<file path="config.mk">
export PLATFORM = sky130hd
export DESIGN_NAME = evf_top
export DESIGN_NICKNAME = d
export VERILOG_FILES = /design/src/rtl/evf_pkg.sv /design/src/rtl/evf_wr_decode.sv /design/src/rtl/evf_slot.sv /design/src/rtl/evf_top.sv
export SDC_FILE = /design/constraint.sdc
export NUM_CORES = 1
export LEC_CHECK = 0
export BUFFER_PORTS_ARGS = -buffer_cell sky130_fd_sc_hd__buf_2
export CORE_ASPECT_RATIO = 0.75
export CORE_MARGIN = 2
export CORE_UTILIZATION = 55
export DETAILED_ROUTE_END_ITERATION = 7
export GPL_ROUTABILITY_DRIVEN = 0
export HOLD_SLACK_MARGIN = 0.08
export PLACE_DENSITY = 0.83
export SYNTH_ARGS = -nofsm -noshare
export SYNTH_HDL_FRONTEND = slang
export SYNTH_SLANG_ARGS = --single-unit
</file>
<file path="constraint.sdc">
create_clock -name clk -period 3.4 [get_ports clk]
set_input_delay 0 -clock clk [delete_from_list [all_inputs] [get_ports clk]]
set_output_delay 0 -clock clk [all_outputs]
set_load 0.01 [all_outputs]
</file>
<file path="src/rtl/evf_pkg.sv">
package evf_pkg;
    localparam int unsigned EVF_KIND_W = 5;

    typedef enum logic [2:0] {
        KB_MEM_RD  = 3'd0,
        KB_MEM_WR  = 3'd1,
        KB_REG_RD  = 3'd2,
        KB_REG_WR  = 3'd3,
        KB_ILLEGAL = 3'd4
    } kind_bit_e;

    typedef logic [EVF_KIND_W-1:0] kind_vec_t;
endpackage

</file>
<file path="src/rtl/evf_wr_decode.sv">
module evf_wr_decode #(
    parameter int unsigned NUM_SLOTS = 8,
    localparam int unsigned IDX_W = (NUM_SLOTS > 1) ? $clog2(NUM_SLOTS) : 1
) (
    input  logic                 clk,
    input  logic                 rst_n,
    input  logic                 we,
    input  logic [IDX_W-1:0]     slot,
    output logic [NUM_SLOTS-1:0] sel
);
    always_comb begin
        sel = '0;
        for (int i = 0; i < NUM_SLOTS; i++) begin
            if (we && (slot == IDX_W'(i))) sel[i] = 1'b1;
        end
    end

    // a write touches at most one entry
    a_r8_single_target: assert property (@(posedge clk) disable iff (!rst_n)
        $onehot0(sel));
    a_r8_write_lands: assert property (@(posedge clk) disable iff (!rst_n)
        (we && slot < NUM_SLOTS) |-> ($countones(sel) == 1));
endmodule

</file>
<file path="src/rtl/evf_slot.sv">
module evf_slot #(
    parameter int unsigned KIND_W = evf_pkg::EVF_KIND_W,
    parameter int unsigned ADDR_W = 16
) (
    input  logic              clk,
    input  logic              rst_n,
    input  logic              wr_en,
    input  logic              wr_valid,
    input  logic [KIND_W-1:0] wr_mask,
    input  logic [ADDR_W-1:0] wr_lo,
    input  logic [ADDR_W-1:0] wr_hi,
    input  logic              ev_strobe,
    input  logic [KIND_W-1:0] ev_kind,
    input  logic [ADDR_W-1:0] ev_addr,
    output logic              hit_q
);
    logic              valid_q;
    logic [KIND_W-1:0] mask_q;
    logic [ADDR_W-1:0] lo_q, hi_q;
    logic              kind_ok, above_lo, below_hi, hit_d;

    always_ff @(posedge clk) begin
        if (!rst_n) begin
            valid_q <= 1'b0;
            mask_q  <= '0;
            lo_q    <= '0;
            hi_q    <= '0;
        end else if (wr_en) begin
            valid_q <= wr_valid;
            mask_q  <= wr_mask;
            lo_q    <= wr_lo;
            hi_q    <= wr_hi;
        end
    end

    always_comb begin
        kind_ok  = |(mask_q & ev_kind);
        above_lo = (ev_addr >= lo_q);
        below_hi = (ev_addr <= hi_q);
        hit_d    = ev_strobe & valid_q & kind_ok & above_lo & below_hi;
    end

    always_ff @(posedge clk) begin
        if (!rst_n) hit_q <= 1'b0;
        else        hit_q <= hit_d;
    end

    // invalid entry stays silent
    a_r5_invalid_silent: assert property (@(posedge clk) disable iff (!rst_n)
        !valid_q |=> !hit_q);
    // inverted window stays silent
    a_r6_inverted_silent: assert property (@(posedge clk) disable iff (!rst_n)
        (lo_q > hi_q) |=> !hit_q);
    // no shared kind bit, no hit
    a_r2_kind_gate: assert property (@(posedge clk) disable iff (!rst_n)
        ((mask_q & ev_kind) == '0) |=> !hit_q);
    // address outside the window, no hit
    a_r3_outside_silent: assert property (@(posedge clk) disable iff (!rst_n)
        ((ev_addr < lo_q) || (ev_addr > hi_q)) |=> !hit_q);
    // the whole record is taken on a write
    a_r8_record_taken: assert property (@(posedge clk) disable iff (!rst_n)
        wr_en |=> (valid_q == $past(wr_valid) && mask_q == $past(wr_mask)
                   && lo_q == $past(wr_lo) && hi_q == $past(wr_hi)));
endmodule

</file>
<file path="src/rtl/evf_top.sv">
module evf_top #(
    parameter int unsigned NUM_SLOTS = 8,
    parameter int unsigned KIND_W    = evf_pkg::EVF_KIND_W,
    parameter int unsigned ADDR_W    = 16,
    localparam int unsigned IDX_W    = (NUM_SLOTS > 1) ? $clog2(NUM_SLOTS) : 1
) (
    input  logic                 clk,
    input  logic                 rst_n,
    input  logic                 cfg_we,
    input  logic [IDX_W-1:0]     cfg_slot,
    input  logic                 cfg_valid,
    input  logic [KIND_W-1:0]    cfg_mask,
    input  logic [ADDR_W-1:0]    cfg_lo,
    input  logic [ADDR_W-1:0]    cfg_hi,
    input  logic                 ev_strobe,
    input  logic [KIND_W-1:0]    ev_kind,
    input  logic [ADDR_W-1:0]    ev_addr,
    output logic [NUM_SLOTS-1:0] hit_vec
);
    logic [NUM_SLOTS-1:0] wr_sel;
    logic [NUM_SLOTS-1:0] slot_hit;

    evf_wr_decode #(.NUM_SLOTS(NUM_SLOTS)) u_dec (
        .clk  (clk),
        .rst_n(rst_n),
        .we   (cfg_we),
        .slot (cfg_slot),
        .sel  (wr_sel)
    );

    for (genvar g = 0; g < NUM_SLOTS; g++) begin : g_slot
        evf_slot #(.KIND_W(KIND_W), .ADDR_W(ADDR_W)) u_slot (
            .clk      (clk),
            .rst_n    (rst_n),
            .wr_en    (wr_sel[g]),
            .wr_valid (cfg_valid),
            .wr_mask  (cfg_mask),
            .wr_lo    (cfg_lo),
            .wr_hi    (cfg_hi),
            .ev_strobe(ev_strobe),
            .ev_kind  (ev_kind),
            .ev_addr  (ev_addr),
            .hit_q    (slot_hit[g])
        );
    end

    assign hit_vec = slot_hit;

    // no strobe on an edge means an empty hit vector after it
    a_r7_idle_empty: assert property (@(posedge clk) disable iff (!rst_n)
        !ev_strobe |=> (hit_vec == '0));
    // an event with no kind bits fires nothing
    a_r2_empty_kind: assert property (@(posedge clk) disable iff (!rst_n)
        (ev_kind == '0) |=> (hit_vec == '0));
endmodule

</file>
==> results.json, run 1 <==
{
  "status": "completed",
  "clkTransAtPathRegs_ns": 0.07,
  "rr_worst_depth": 6,
  "hold_viol_final": 0,
  "antenna_found_initial": 3,
  "post-route-period-util": 0.655,
  "p_per_area_nw_per_um2": 417,
  "via_per_inst": 5.91,
  "drc": 0,
  "initial_utilization": 0.560,
  "slew_viol_final": 0,
  "cts-htree-levels": 1,
  "crit_chain": "inv_1 -> ha_1 -> nand4_1 -> or4_1 -> or3_1 -> a221oi_2",
  "grt_pass1_vias": 16200,
  "yosysMostFrequentCell": "nand2_1",
  "power_leakage_nw": 7.12,
  "min_period_ns": 2.23,
  "cp_max_fo": 3,
  "skew_ns": 0.0106,
  "cp-start-kind": "flop",
  "via_count": 16500,
  "relSlewSlack": 0.185,
  "grt_overflow": 0,
  "rsz0062_at_grt": "false",
  "port_buffers": 73,
  "worst_hold_slack_ns": 0.160,
  "synth_warnings": 0,
  "r2r_slack_ns": 1.17,
  "vdd_ir_drop_max_mv": 0.376,
  "crit_slowest_cell": "or4_1",
  "worst_slew_pin_slew_ns": 1.22,
  "finalWirelength_um": 55300,
  "synth_seq_area_share": 0.344,
  "detail_route.iter0.violations": 1897,
  "cp.arrival_ns": 2.73,
  "final_nets": 2652,
  "hold_path_depth": 5,
  "synthCells": 2316,
  "dr.pass1.iters": 6,
  "cp-end-kind": "flop",
  "dp_hpwl_um": 37600,
  "synth-main-ff-cell": "dfxtp_1",
  "synth-edff-count": 0,
  "fillers": 2760,
  "drive_gt1_frac": 0.0659,
  "cts_buffers": 31,
  "fp.dieW_um": 214,
  "post_synth_num_cell_types": 37,
  "cts_tree": "built",
  "tns_ns": 0,
  "post_cts_buffers": 0,
  "area_growth_pct": 9.99,
  "ant_nets": 0,
  "root_buffer": "clkbuf_16",
  "fmax_mhz": 449,
  "worstHoldEndpoint": "g_slot[2].u_slot.hit_q",
  "utilization": 0.616,
  "synth_common_cells": "675 x nand2_1, 312 x dfxtp_1, 302 x a21boi_0, 256 x ha_1, 244 x inv_1",
  "synth_largest_area_cell": "dfxtp_1",
  "hold_path.class": "input port to flop",
  "worstSetupPathType": "flop to flop",
  "num_rows": 57,
  "io-pin-count": 74,
  "detailed_place.area_um2": 18500,
  "min_from": "ev_kind[2]",
  "worst-path-buf-inv": 1,
  "yosys.area.top_type_share": 0.344,
  "cts_buffer_depth": 3,
  "die-area_um2": 34500,
  "insertion_delay_ns": 0.58,
  "r2r_end": "g_slot[2].u_slot.hit_q",
  "syn_area_um2": 18200,
  "synthTopCellsByArea": "dfxtp_1 34%, ha_1 18%, nand2_1 14%, a21boi_0 12%, inv_1 5.0%",
  "crit_path_max_incr_delay_ns": 0.56,
  "die_h_um": 161,
  "cts_sinks": 312,
  "design_area_um2": 20000,
  "async_flop_share": 0,
  "rr_startpoint": "g_slot[2].u_slot.hi_q[14]",
  "syn_avg_cell_area_um2": 7.85,
  "critical-path-top-delay-family": "simple AND/OR/NAND/NOR gates",
  "grt_start_max_net_pins": 115,
  "syn_nets": 2638,
  "required_ns": 3.90,
  "wl_per_cell_um": 19.8,
  "ys_ff_latch": 312,
  "track_usage": 0.315,
  "grt_pass1_wl_um": 86000,
  "drv_cap": 0,
  "core_region_area_um2": 32400,
  "finalSetupViolCount": 0
}
==> flip-flops by register name, indices dropped and copies added, names as in the netlist <==
signal,flops
g_slot.u_slot.mask_q,40
g_slot.u_slot.valid_q,8
g_slot.u_slot.hi_q,128
g_slot.u_slot.hit_q,8
g_slot.u_slot.lo_q,128
==> through the flow <==
stage	instances	setup WS, ns	power (mW)
after global routing	2796	1.10	8.58
after CTS	2795	1.22	8.31
after detailed placement	2695	0.923	4.85
after floorplan	2316	1.54	4.49
final	2796	1.17	8.33
after global placement	2695	0.979	4.79
==> area by class of cell <==
class | count | area (um^2) | area share
clock buffers | 51 | 991 | 0.0496
repair buffers | 133 | 932 | 0.0466
clock inverters | 5 | 28.8 | 0.00144
inverters | 244 | 916 | 0.0458
multi-input cells | 1608 | 10300 | 0.516
flip-flops and latches | 312 | 6250 | 0.312
well taps | 442 | 553 | 0.0277
diodes | 1 | 2.50 | 0.000125
==> placed cells by master (no fill, tap or decap), types with 8 or more instances in the layout <==
| master | instances |
|---|---|
| a2111oi_0 | 13 |
| a21boi_0 | 302 |
| a21o_1 | 12 |
| a21oi_1 | 104 |
| a222oi_1 | 8 |
| a22oi_1 | 8 |
| buf_2 | 72 |
| buf_4 | 16 |
| clkbuf_16 | 31 |
| clkbuf_8 | 14 |
| dfxtp_1 | 312 |
| dlygate4sd3_1 | 44 |
| ha_1 | 256 |
| inv_1 | 244 |
| nand2_1 | 675 |
| nand2b_1 | 16 |
| nand3_1 | 38 |
| nand4_1 | 44 |
| nor2_1 | 15 |
| nor2b_1 | 10 |
| nor3_1 | 10 |
| nor4_1 | 22 |
| o21ai_0 | 19 |
==> logic make-up (layout without fill, tap and decap cells) <==
| group | count (synthesis) | in the layout | synth area share |
|---|---|---|---|
| simple gates | 860 | 860 | 0.198 |
| compound gates | 492 | 492 | 0.190 |
| buf+inv | 396 | 433 | 0.0923 |
| flops | 312 | 312 | 0.344 |
| fa+ha+maj | 256 | 256 | 0.176 |
| other cells | 0 | 1 | 0 |
==> worst max path at each step <==
stage	slack, ns	cells after the start	start	to
after floorplan	1.54	6	g_slot[2].u_slot.hi_q[10]	g_slot[2].u_slot.hit_q
after global placement	0.98	8	ev_addr[0]	g_slot[1].u_slot.hit_q
after detailed placement	0.92	8	ev_addr[0]	g_slot[1].u_slot.hit_q
after CTS	1.22	6	g_slot[2].u_slot.hi_q[14]	g_slot[2].u_slot.hit_q
after global routing	1.10	7	g_slot[1].u_slot.lo_q[14]	g_slot[1].u_slot.hit_q
final	1.17	6	g_slot[2].u_slot.hi_q[14]	g_slot[2].u_slot.hit_q
==> tightest hold or removal path: stages <==
cell and delay, ns:
buf_2 0.17, a22oi_1 0.16, nand2_1 0.09, nand3_1 0.21, a221oi_2 0.05
==> metal layers <==
layer | share of wire | GRT usage
met1 | 0.40 | 0.406
met2 | 0.44 | 0.510
met3 | 0.12 | 0.0678
met4 | 0.040 | 0.134
met5 | 0.00014 | 0
==> power by group <==
part	internal [mW]	total (mW)	switching, mW
sequential	3.73	3.77	0.0392
combinational	0.393	1.08	0.692
clock	1.97	3.47	1.50
total	6.09	8.33	2.23
==> timing repair <==
item                      CTS  global route
hold buffers               44             0
hold endpoints to repair  308             0
resized for setup           0             0
No activity file was read; power rests on OpenSTA's default activity.
==> run 2, diff against run 1 <==
PLACE_DENSITY = 0.86   (was 0.83)
clock period = 1.82 ns   (was 3.4 ns; I/O delays follow)
==> run 2 against run 1 <==
Effect of this change:
- the run now ends with DRC, setup timing left
- global-route usage is 2.5 points higher
- routed wire length is 14% higher
- clock skew is 0.0082 ns higher
- count of clock-buffer cells in the layout is 6 lower
- utilization is 6.6 points higher
- critical path depth is 1 higher
- maximum frequency is 6.2% higher
- cell area is 11% higher
- sequential power is 87% higher
- sequential cell count stayed put
==> results.json, run 2 (same netlist as run 1, synthesis figures left out) <==
{
  "status": "complete, but fails checks",
  "violations": "DRC, setup timing",
  "hold_path.class": "input port to flop",
  "crit_chain": "inv_2 -> ha_4 -> nand4_1 -> or4_4 -> nor4_4 -> nor3_4 -> nor4_2",
  "cp.arrival_ns": 2.60,
  "cts_buffers": 30,
  "grt_pass1_vias": 17600,
  "finalSetupViolCount": 8,
  "finalPower_mw": 16.2,
  "cts-htree-levels": 1,
  "initial_utilization": 0.560,
  "ant_nets": 0,
  "final_nets": 2783,
  "antenna_found_initial": 1,
  "slew_viol_final": 0,
  "switching_share": 0.278,
  "intPower_mw": 11.7,
  "utilization": 0.682,
  "relSlewSlack": 0.461,
  "wl_per_cell_um": 21.6,
  "vdd_ir_drop_max_mv": 0.771,
  "via_per_inst": 6.11,
  "grt_start_max_net_pins": 188,
  "drive_gt1_frac": 0.184,
  "hold_viol_final": 0,
  "finalWirelength_um": 63100,
  "worst_hold_slack_ns": 0.0903,
  "drc": 1,
  "r2r_slack_ns": -0.28,
  "cts_tree": "built",
  "r2r_end": "g_slot[7].u_slot.hit_q",
  "skew_ns": 0.0188,
  "area_growth_pct": 21.8,
  "cp-start-kind": "flop",
  "dr.pass1.iters": 8,
  "placed_cells": 2812,
  "port_buffers": 73,
  "cts_sinks": 312,
  "crit_start": "g_slot[7].u_slot.lo_q[14]",
  "fp.dieW_um": 214,
  "place_ws_ns": -0.394,
  "io-pin-count": 74,
  "layout_common_cells": "673 x nand2_1, 302 x a21boi_0, 261 x dfxtp_1, 226 x inv_1, 213 x ha_1",
  "cp-end-kind": "flop",
  "clkTransAtPathRegs_ns": 0.07,
  "die-area_um2": 34500,
  "postLayoutSetupSlackWorst_ns": -0.278,
  "rsz0062_at_grt": "true",
  "fmax_mhz": 477,
  "cp_max_fo": 2,
  "required_ns": 2.32,
  "crit_path_max_incr_delay_ns": 0.60,
  "critical-path-top-delay-family": "simple AND/OR/NAND/NOR gates",
  "switching_power_mw": 4.49,
  "worst-path-buf-inv": 1,
  "worstSetupPathType": "flop to flop",
  "core_region_area_um2": 32400,
  "p_comb_frac": 0.160,
  "seqPwrFrac": 0.436,
  "min_period_ns": 2.10,
  "power_leakage_nw": 7.95,
  "worst-path-stages": 7,
  "mostFrequentLayoutCell": "nand2_1",
  "track_usage": 0.339,
  "post-route-period-util": 1.15,
  "detail_route.iter0.violations": 2322,
  "grt_overflow": 0,
  "crit_slowest_cell": "or4_4",
  "insertion_delay_ns": 0.60,
  "num_rows": 57,
  "endpoint": "g_slot[7].u_slot.hit_q",
  "drv_cap": 0,
  "rr_startpoint": "g_slot[7].u_slot.lo_q[14]",
  "grt_pass1_wl_um": 92600,
  "p_per_area_nw_per_um2": 731,
  "die_h_um": 161,
  "cts_buffer_depth": 3,
  "reg_top3": "g_slot.u_slot.hi_q (128), g_slot.u_slot.lo_q (128), g_slot.u_slot.mask_q (40)",
  "rr_worst_depth": 7,
  "root_buffer": "clkbuf_16",
  "worst_slew_pin_slew_ns": 0.808,
  "clkPwrFrac": 0.405,
  "dp_hpwl_um": 38900,
  "final_cells": 2926,
  "via_count": 17900
}
## run 2: cell count changes in the layout (fill, tap and decap cells not counted), moves of 43 or more
cell     previous run  this run
ha_1              256       213
ha_4                0        43
dfxtp_2             0        51
dfxtp_1           312       261
buf_4              16       141
## run 2: worst min path at each step
stage | startpoint | end | cells past startpoint | slack (ns)
final | cfg_slot[1] | g_slot[0].u_slot.lo_q[10] | 5 | 0.09
after global routing | cfg_slot[1] | g_slot[0].u_slot.hi_q[3] | 5 | 0.13
after CTS | cfg_slot[1] | g_slot[0].u_slot.lo_q[10] | 5 | 0.08
after detailed placement | cfg_valid | g_slot[7].u_slot.valid_q | 3 | 0.35
after global placement | cfg_valid | g_slot[3].u_slot.valid_q | 3 | 0.34
after floorplan | cfg_lo[12] | g_slot[0].u_slot.lo_q[12] | 3 | 0.28
## run 2: cell type report
class / count / area [um^2]
Sequential cell: 312 / 6310
Timing Repair Buffer: 265 / 2030
Inverter: 244 / 916
Clock inverter: 9 / 97.6
Multi-Input combinational cell: 1608 / 11300
Fill cell: 2309 / 10300
Antenna cell: 1 / 2.50
Clock buffer: 45 / 898
Tap cell: 442 / 553
## run 2: what timing repair did
item / CTS / global route
endpoints found under the setup margin: 8 / 8
buffers inserted: 7 / 11
hold buffers: 42 / 0
hold endpoints to repair: 305 / 0
gates resized for setup: 101 / 110
gates cloned: 0 / 0
pin swaps: 30 / 42
## run 2: per-layer routing
metal / wire length [um] / track usage / share of wire
met3: 8060 / 0.0887 / 0.13
met4: 3710 / 0.171 / 0.059
met5: 13 / 0.00417 / 0.00021
met1: 23800 / 0.429 / 0.38
met2: 27500 / 0.537 / 0.44
## run 2: power groups by stage
stage / clock (mW) / combinational [mW] / sequential, mW
after floorplan: 0 / 1.22 / 7.17
after global placement: 0 / 1.96 / 7.18
after detailed placement: 0 / 2.08 / 7.19
after CTS: 6.51 / 2.28 / 7.04
after global routing: 6.80 / 2.76 / 7.06
final: 6.55 / 2.59 / 7.05
## run 2: stage by stage
step	TNS, ns	area (um^2)
3_3_place_gp	-1.78	19500
5_1_grt	-1.93	22100
2_1_floorplan	0	18200
4_1_cts	-0.555	21500
6_report	-1.63	22100
3_5_place_dp	-2.38	19500
## run 2: tightest hold or removal path, cell delays in order
cell and delay [ns]:
buf_2 0.19, nor3_2 0.09, buf_12 0.19, nand2_1 0.09, a21boi_0 0.07
